`config.mk`:
```
export PLATFORM = sky130hd
export DESIGN_NAME = pwm2_top
export DESIGN_NICKNAME = d
export VERILOG_FILES = /design/src/rtl/pwm2_pkg.sv /design/src/rtl/pwm2_regs.sv /design/src/rtl/pwm2_clkdiv.sv /design/src/rtl/pwm2_chan.sv /design/src/rtl/pwm2_top.sv
export SDC_FILE = /design/constraint.sdc
export NUM_CORES = 1
export LEC_CHECK = 0
export CORE_ASPECT_RATIO = 2
export CORE_MARGIN = 2
export CORE_UTILIZATION = 25
export CTS_CLUSTER_SIZE = 20
export DETAILED_ROUTE_END_ITERATION = 10
export GPL_ROUTABILITY_DRIVEN = 0
export PLACE_DENSITY_LB_ADDON = 0.25
export SYNTH_ARGS = -nofsm -noshare
export SYNTH_HDL_FRONTEND = slang
export SYNTH_SLANG_ARGS = --single-unit
export TNS_END_PERCENT = 50
```
`constraint.sdc`:
```
create_clock -name clk -period 7.75 [get_ports clk]
set_input_delay 1.55 -clock clk [delete_from_list [all_inputs] [get_ports clk]]
set_output_delay 1.55 -clock clk [all_outputs]
set_load 0.01 [all_outputs]
```
`src/rtl/pwm2_pkg.sv`:
```
package pwm2_pkg;

    localparam int DATA_W  = 32;
    localparam int CNT_W   = 16;
    localparam int DIV_W   = 7;
    localparam int SEL_W   = 2;
    localparam int NUM_SRC = 1 << SEL_W;
    localparam int NUM_CH  = 2;

    // Control field bases; channel c is offset by c (enable), 2c (select), 8c (div/gate)
    localparam int EN_BASE   = 0;
    localparam int SEL_BASE  = 4;
    localparam int DIV_BASE  = 8;
    localparam int GATE_BASE = 15;

    typedef struct packed {
        logic             gate;
        logic [DIV_W-1:0] div;
        logic [SEL_W-1:0] sel;
        logic             en;
    } chan_ctrl_t;

    typedef struct packed {
        logic [CNT_W-1:0] hi;
        logic [CNT_W-1:0] lo;
    } counts_t;

    typedef enum logic {
        PH_HIGH = 1'b0,
        PH_LOW  = 1'b1
    } phase_t;

    function automatic chan_ctrl_t unpack_ctrl(input int ch, input logic [DATA_W-1:0] w);
        chan_ctrl_t c;
        c.en   = w[EN_BASE + ch];
        c.sel  = w[SEL_BASE + SEL_W*ch +: SEL_W];
        c.div  = w[DIV_BASE + 8*ch +: DIV_W];
        c.gate = w[GATE_BASE + 8*ch];
        return c;
    endfunction

    function automatic logic [CNT_W-1:0] low_len(input logic [CNT_W-1:0] lo);
        return (lo == '0) ? CNT_W'(1) : lo;
    endfunction

endpackage

```
`src/rtl/pwm2_regs.sv`:
```
module pwm2_regs
    import pwm2_pkg::*;
#(
    parameter int ADDR_W = 4
) (
    input  logic              clk,
    input  logic              rst,
    input  logic [ADDR_W-1:0] addr,
    input  logic [DATA_W-1:0] wdata,
    input  logic              we,
    output logic [DATA_W-1:0] rdata,
    output counts_t           counts [NUM_CH],
    output chan_ctrl_t        ctrl   [NUM_CH]
);
    localparam int IDX_W = ADDR_W - 2;
    localparam logic [IDX_W-1:0] CTRL_IDX = IDX_W'(NUM_CH);

    logic [DATA_W-1:0] cnt_q [NUM_CH];
    logic [DATA_W-1:0] ctrl_q;
    logic [IDX_W-1:0]  idx;
    logic              aligned;

    assign idx     = addr[ADDR_W-1:2];
    assign aligned = (addr[1:0] == 2'b00);

    always_ff @(posedge clk) begin
        if (rst) begin
            ctrl_q <= '0;
            for (int i = 0; i < NUM_CH; i++) cnt_q[i] <= '0;
        end else if (we && aligned) begin
            if (idx == CTRL_IDX) ctrl_q <= wdata;
            for (int i = 0; i < NUM_CH; i++)
                if (idx == IDX_W'(i)) cnt_q[i] <= wdata;
        end
    end

    always_comb begin
        rdata = '0;
        if (aligned) begin
            if (idx == CTRL_IDX) rdata = ctrl_q;
            for (int i = 0; i < NUM_CH; i++)
                if (idx == IDX_W'(i)) rdata = cnt_q[i];
        end
    end

    for (genvar g = 0; g < NUM_CH; g++) begin : g_unpack
        assign counts[g] = counts_t'(cnt_q[g]);
        assign ctrl[g]   = unpack_ctrl(g, ctrl_q);
    end

    // a control write is visible on the next cycle
    assert_ctrl_readback_R2: assert property (@(posedge clk) disable iff (rst)
        (we && aligned && idx == CTRL_IDX) |=> (ctrl_q == $past(wdata)));

endmodule

```
`src/rtl/pwm2_clkdiv.sv`:
```
module pwm2_clkdiv
    import pwm2_pkg::*;
(
    input  logic               clk,
    input  logic               rst,
    input  logic [NUM_SRC-1:0] src_tick,
    input  logic [SEL_W-1:0]   sel_i,
    input  logic [DIV_W-1:0]   div_i,
    input  logic               gate_i,
    output logic               tick_o
);
    logic [DIV_W-1:0] div_cnt_q;
    logic             src_hit;
    logic             wrap;

    assign src_hit = src_tick[sel_i];
    assign wrap    = (div_cnt_q >= div_i);
    assign tick_o  = gate_i && src_hit && wrap;

    always_ff @(posedge clk) begin
        if (rst || !gate_i)
            div_cnt_q <= '0;
        else if (src_hit)
            div_cnt_q <= wrap ? '0 : div_cnt_q + 1'b1;
    end

    // a closed gate parks the divider
    assert_gate_parks_div_R8: assert property (@(posedge clk) disable iff (rst)
        !gate_i |=> (div_cnt_q == '0));

endmodule

```
`src/rtl/pwm2_chan.sv`:
```
module pwm2_chan
    import pwm2_pkg::*;
(
    input  logic    clk,
    input  logic    rst,
    input  logic    en_i,
    input  logic    gate_i,
    input  logic    tick_i,
    input  counts_t reg_counts,
    output logic    pwm_o
);
    phase_t           phase_q;
    counts_t          act_q;
    logic [CNT_W-1:0] cnt_q;
    logic [CNT_W-1:0] cnt_nxt;
    logic [CNT_W-1:0] lo_len;
    phase_t           start_phase;

    assign cnt_nxt     = cnt_q + 1'b1;
    assign lo_len      = low_len(act_q.lo);
    assign start_phase = (reg_counts.hi != '0) ? PH_HIGH : PH_LOW;

    always_ff @(posedge clk) begin
        if (rst) begin
            phase_q <= PH_LOW;
            act_q   <= '0;
            cnt_q   <= '0;
        end else if (!en_i) begin
            act_q   <= reg_counts;
            phase_q <= start_phase;
            cnt_q   <= '0;
        end else if (tick_i) begin
            if (phase_q == PH_HIGH) begin
                if (cnt_nxt == act_q.hi) begin
                    phase_q <= PH_LOW;
                    cnt_q   <= '0;
                end else begin
                    cnt_q <= cnt_nxt;
                end
            end else begin
                if (cnt_nxt == lo_len) begin
                    act_q   <= reg_counts;
                    phase_q <= start_phase;
                    cnt_q   <= '0;
                end else begin
                    cnt_q <= cnt_nxt;
                end
            end
        end
    end

    assign pwm_o = en_i && gate_i && (phase_q == PH_HIGH);

    // high phase never runs past its count
    assert_high_bound_R3: assert property (@(posedge clk) disable iff (rst)
        (en_i && phase_q == PH_HIGH) |-> (cnt_q < act_q.hi));

    // low phase lasts at least one count and never past its length
    assert_low_bound_R4: assert property (@(posedge clk) disable iff (rst)
        (phase_q == PH_LOW) |-> (cnt_q < lo_len));

    // a disabled channel sits at the start of a period
    assert_restart_R9: assert property (@(posedge clk) disable iff (rst)
        !en_i |=> (cnt_q == '0));

    // no counting while the gate is closed
    assert_freeze_R8: assert property (@(posedge clk) disable iff (rst)
        (en_i && !gate_i) |=> (!en_i || $stable(cnt_q)));

endmodule

```
`src/rtl/pwm2_top.sv`:
```
module pwm2_top
    import pwm2_pkg::*;
#(
    parameter int ADDR_W = 4
) (
    input  logic               clk,
    input  logic               rst,
    input  logic [ADDR_W-1:0]  bus_addr,
    input  logic [DATA_W-1:0]  bus_wdata,
    input  logic               bus_we,
    output logic [DATA_W-1:0]  bus_rdata,
    input  logic [NUM_SRC-1:0] src_tick,
    output logic [NUM_CH-1:0]  pwm_out
);
    counts_t    counts [NUM_CH];
    chan_ctrl_t ctrl   [NUM_CH];

    pwm2_regs #(.ADDR_W(ADDR_W)) u_regs (
        .clk    (clk),
        .rst    (rst),
        .addr   (bus_addr),
        .wdata  (bus_wdata),
        .we     (bus_we),
        .rdata  (bus_rdata),
        .counts (counts),
        .ctrl   (ctrl)
    );

    for (genvar c = 0; c < NUM_CH; c++) begin : g_ch
        logic tick;

        pwm2_clkdiv u_div (
            .clk      (clk),
            .rst      (rst),
            .src_tick (src_tick),
            .sel_i    (ctrl[c].sel),
            .div_i    (ctrl[c].div),
            .gate_i   (ctrl[c].gate),
            .tick_o   (tick)
        );

        pwm2_chan u_chan (
            .clk        (clk),
            .rst        (rst),
            .en_i       (ctrl[c].en),
            .gate_i     (ctrl[c].gate),
            .tick_i     (tick),
            .reg_counts (counts[c]),
            .pwm_o      (pwm_out[c])
        );
    end

endmodule

```
# Yosys cells after proc, flatten, opt, wreduce, memory -nomap -nowiden
# Memories as Yosys holds them, arrays and structs flattened.
# Cells that the tools add are included.
# classes
n_eq_ne	12
n_reduce_logical	24
n_addsub	4
muxes	50
bitwise	6
order_cmp	4
# ops
operator	count
$mux 32	14
$mux 16	8
$eq 16x16->1	4
$add 16x1->16 const B	2
$logic_not 16->1	2
$reduce_bool 16->1	2
$mux 1	24
$add 7x1->7 const B	2
$ge 7x7->1	2
$mux 7	2
$logic_and 1x1->1	9
$ne 2x1->1 const B	4
$lt 2x3->1 const B	2
$reduce_and 3->1	2
$bmux 1 s2	2
$logic_not 2->1	2
$ne 2x2->1 const B	2
$not 1->1	4
$reduce_or 2->1	2
$eq 2x1->1 const B	1
$eq 2x2->1 const B	1
$logic_not 1->1	2
$logic_or 1x1->1	2
$or 1x1->1	2
$reduce_and 2->1	1
# word_totals
mem_bits_rw	64
memories	1
ff_bits	144
wordCells	112
out_inout_bits	34
# mem_list
name	depth	width	read_ports	rd_ports_with_merged_regs	wr	line_no	rtl
u_regs.cnt_q	2	32	2	0	2	pwm2_regs.sv:18	logic [DATA_W-1:0] cnt_q [NUM_CH];

# Logic depth before layout (Yosys ltp)
# depth
ltp_word	7
mapped_depth	13
ltp_nobuf	10

# Modules after synthesis
# From an unflattened synthesis, not the netlist that was laid out.
# unflattened
cells_unflattened	1286
area_unflattened_um2	12485.7
# by_module_without_submodules
mod	cells_each	area_each_um2	seq_area_each_um2	instances
pwm2_chan	381	3364.5	980.9	2
pwm2_regs	412	4698.3	2562.5	1
pwm2_clkdiv	56	529.3	140.1	2

# Worst setup path before layout
# No wires, ideal clock.
# synth_timing
kind	input to register
start	input port bus_addr[3]
end	memory u_regs.cnt_q[0][0], enable pin
path_buffers	2
setup_slack_ns	2.703
stages	3
setup_time_ns	0.470
arrival_time_ns	4.577
path_cell_list	clkbuf_1 -> buf_1 -> o31ai_1
# synth_lines
element	line_no	rtl
from (decl)	pwm2_top.sv:8	input logic [ADDR_W-1:0] bus_addr,
to (decl)	pwm2_regs.sv:18	

# Worst setup path after layout
# layout_timing
start	input port bus_addr[2]
end	output port bus_rdata[20]
# layout_via
elab_chain_cells	5
elab_cells_between_ends	7
classes_between	eq/ne (2); mux (4); reduce/logical (1)
# layout_rtl
element	line_no	rtl
$eq 2x2->1	pwm2_regs.sv:40	if (idx == CTRL_IDX) rdata = ctrl_q;
$mux 32	pwm2_regs.sv:40	
$mux 32	pwm2_regs.sv:42	if (idx == IDX_W'(i)) rdata = cnt_q[i];
$mux 32 *	pwm2_regs.sv:42	
$mux 32 *	pwm2_regs.sv:39	if (aligned) begin
to (decl)	pwm2_top.sv:11	output logic [DATA_W-1:0] bus_rdata,
# Mark *: on every way between the ends. The rest lies on a longest branch, timed or not.

==> results.txt <==
crit start category: input port
largest net degree at the start of global routing: 64
Row Count: 112
clk root buf: clkbuf_16
Diodes inserted: 0
Mean Syn Cell Area: 9.10 um2
sequential share of power: 46.2%
Sw Pwr: 0.000645 W
hold_sp: u_regs.ctrl_q[26]
final wirelength: 36100 um
Max-Cap Viols: 0
Sinks on Clock Net: 208
GRT busiest layer: met2
CTS tree: built
Clock power frac: 46.2%
Gate power share: 7.7%
Worst-Skew Late Latency: 0.54 ns
initial core utilization: 25.2%
Clock transition at path regs: 0.06 ns
Num CTS Buffers: 24
met2 Use GR: 23.8%
Yosys warning count: 0
synthesized instance count: 1286
Post-CTS Setup Repair Bufs: 0
Hold WC Path Type: reg -> reg
CP Class: in -> out
die area: 0.0486 mm2
Peak VDD IR: 0.138 mV
count of different cell masters after synthesis: 92
P_leak: 5.17 nW
core area: 0.0464 mm2
first-pass GRT wire length: 56300 um
Most used DFF post-synth: dfxtp_1
All-Layer GR Usage: 15.0%
vias in the first global route: 9271
post_cts resized: 0
Fmax: 186 MHz
final setup fails: 0
final worst path period need: 5.38 ns
Post-synth ARST share: 0%
Max Slew Vio Count: 0
Seq/Total Area, Yosys: 41.1%
area growth from synthesis to layout: 16.9%
Period Utilization, post-route: 69.5%
Total Nets Final: 1368
FF-to-FF setup slack: 3.64 ns
initial DRC count: 645
Reg-to-Reg End: g_ch[0].u_chan.cnt_q[3]
CTS Hold Bufs: 0
Post-synth EDFFs: 64
Layout fillers: 4938
commonest cells after routing, fill and taps aside: nor2_1, dfxtp_1, nand2_1
Worst Skew: 0.0230 ns
Syn Nets: 1347
ratio of cells with drive above 1 in the final layout: 7.17%
grt total ovfl: 0
DRC errors left: 0
worst hold stages: 2
met1 Use GR: 21.0%
port bufs: 76
IO Count: 77
setup TNS: 0 ns
Synth Cell Area: 0.0117 mm2
outcome: finished, final reports clean
reg2reg path depth: 9
Int Pwr: 0.00201 W
met3 usage: 2.31%
via count: 9442
#FFs+latches synth: 208
Clock Tree Buf Depth: 3
worst r2r src: g_ch[0].u_chan.cnt_q[0]
post-layout util: 29.5%
RSZ-0062 raised after global routing: false
critical path arrival: 3.83 ns
ANT nets after route: 0
WL/cell: 18.5 um
drt first pass iters: 5
worst slew pin tran: 1.16 ns
most common cell after layout, fill and taps aside: nor2_1
Critical Path Sink Type: output pin
Die Ht: 310 um
initial antenna violation count: 1
H-tree Lvls: 1
Max FO, Critical Path: 18
PwrDens: 194 mW/mm2
hpwl dp: 26300 um
Rel. slew slack: 22.4%
Data required, critical path: 6.20 ns
vias per inst: 4.84
switch share: 24.3%
Fin. Hold Viols: 0
Hold Path End: u_regs.ctrl_q[26]
die width: 157 um
## cells by family after synthesis
logic type      synth area share, %
mux                            9.12
flops                          41.1
simple gates                   24.1
xor+xnor                       6.91
compound gates                 11.1
fa+ha+maj                      1.93
buf+inv                        5.76
## power groups by stage
stage          logic (W)  clock network [W]  registers (W)
6_report        0.000204            0.00122        0.00122
4_1_cts         0.000204            0.00126        0.00122
2_1_floorplan   0.000136                  0        0.00122
3_3_place_gp    0.000202                  0        0.00125
5_1_grt         0.000223            0.00129        0.00123
3_5_place_dp    0.000203                  0        0.00125
## per-layer routing
metal,vias to the layer above,part of all wire [%]
met1,4471,47
met5,-,0.033
met4,2,2.3
met2,259,45
met3,52,5.1
li1,4658,-
## critical path, cell delays in order
cell and delay (ns):
clkdlybuf4s50_1 0.47, nor2b_2 0.72, buf_4 0.35, a21oi_1 0.09, nor2_1 0.10, clkdlybuf4s50_1 0.55
## synth_stat cells (34+ instances only)
| master | instances | area share [%] |
|---|---|---|
| clkbuf_1 | 54 | 1.7 |
| mux2i_1 | 101 | 8.6 |
| a21oi_1 | 78 | 3.3 |
| nor4_1 | 34 | 1.8 |
| inv_1 | 37 | 1.2 |
| nand3_1 | 44 | 1.9 |
| xnor2_1 | 40 | 3.0 |
| edfxtp_1 | 64 | 16 |
| and2_1 | 37 | 2.0 |
| nor2_1 | 175 | 5.6 |
| o21ai_0 | 38 | 1.6 |
| dfxtp_1 | 144 | 25 |
| nand2_1 | 130 | 4.2 |
## through the flow
stage / total power [W] / setup WS [ns] / hold WS [ns] / instances / instance area [um2]
global placement: 0.00145 / 2.42 / 0.441 / 1908 / 12800
CTS: 0.00269 / 2.38 / 0.455 / 1952 / 13700
detailed placement: 0.00145 / 2.38 / 0.447 / 1908 / 12800
global route: 0.00274 / 2.18 / 0.471 / 1952 / 13700
floorplan: 0.00135 / 2.70 / 0.436 / 1286 / 11700
finish: 0.00265 / 2.37 / 0.455 / 1952 / 13700
## worst max-delay path by stage
stage / from / slack, ns / endpoint / cells past startpoint
global placement: bus_addr[2] / 2.42 / bus_rdata[18] / 6
floorplan: bus_addr[3] / 2.70 / u_regs.cnt_q[0][0] / 3
finish: bus_addr[2] / 2.37 / bus_rdata[20] / 6
detailed placement: bus_addr[2] / 2.38 / bus_rdata[14] / 6
CTS: bus_addr[2] / 2.38 / bus_rdata[14] / 6
global route: bus_addr[2] / 2.18 / bus_rdata[28] / 6
## state kept, by name, summed over array words and instances, names as in the netlist
| signal | count |
|---|---|
| g_ch.u_chan.act_q | 64 |
| u_regs.cnt_q | 64 |
| g_ch.u_chan.cnt_q | 32 |
| u_regs.ctrl_q | 32 |
| g_ch.u_div.div_cnt_q | 14 |
| g_ch.u_chan.phase_q | 2 |
## final cells by class
| class | count | area (um2) | share of cell area [%] |
|---|---|---|---|
| multi-input cells | 946 | 6240 | 45.7 |
| flip-flops and latches | 208 | 4800 | 35.1 |
| repair buffers | 90 | 858 | 6.28 |
| well taps | 627 | 785 | 5.74 |
| clock buffers | 28 | 616 | 4.50 |
| clock inverters | 16 | 228 | 1.67 |
| inverters | 37 | 139 | 1.02 |
Power figures use the tool's default switching activity.
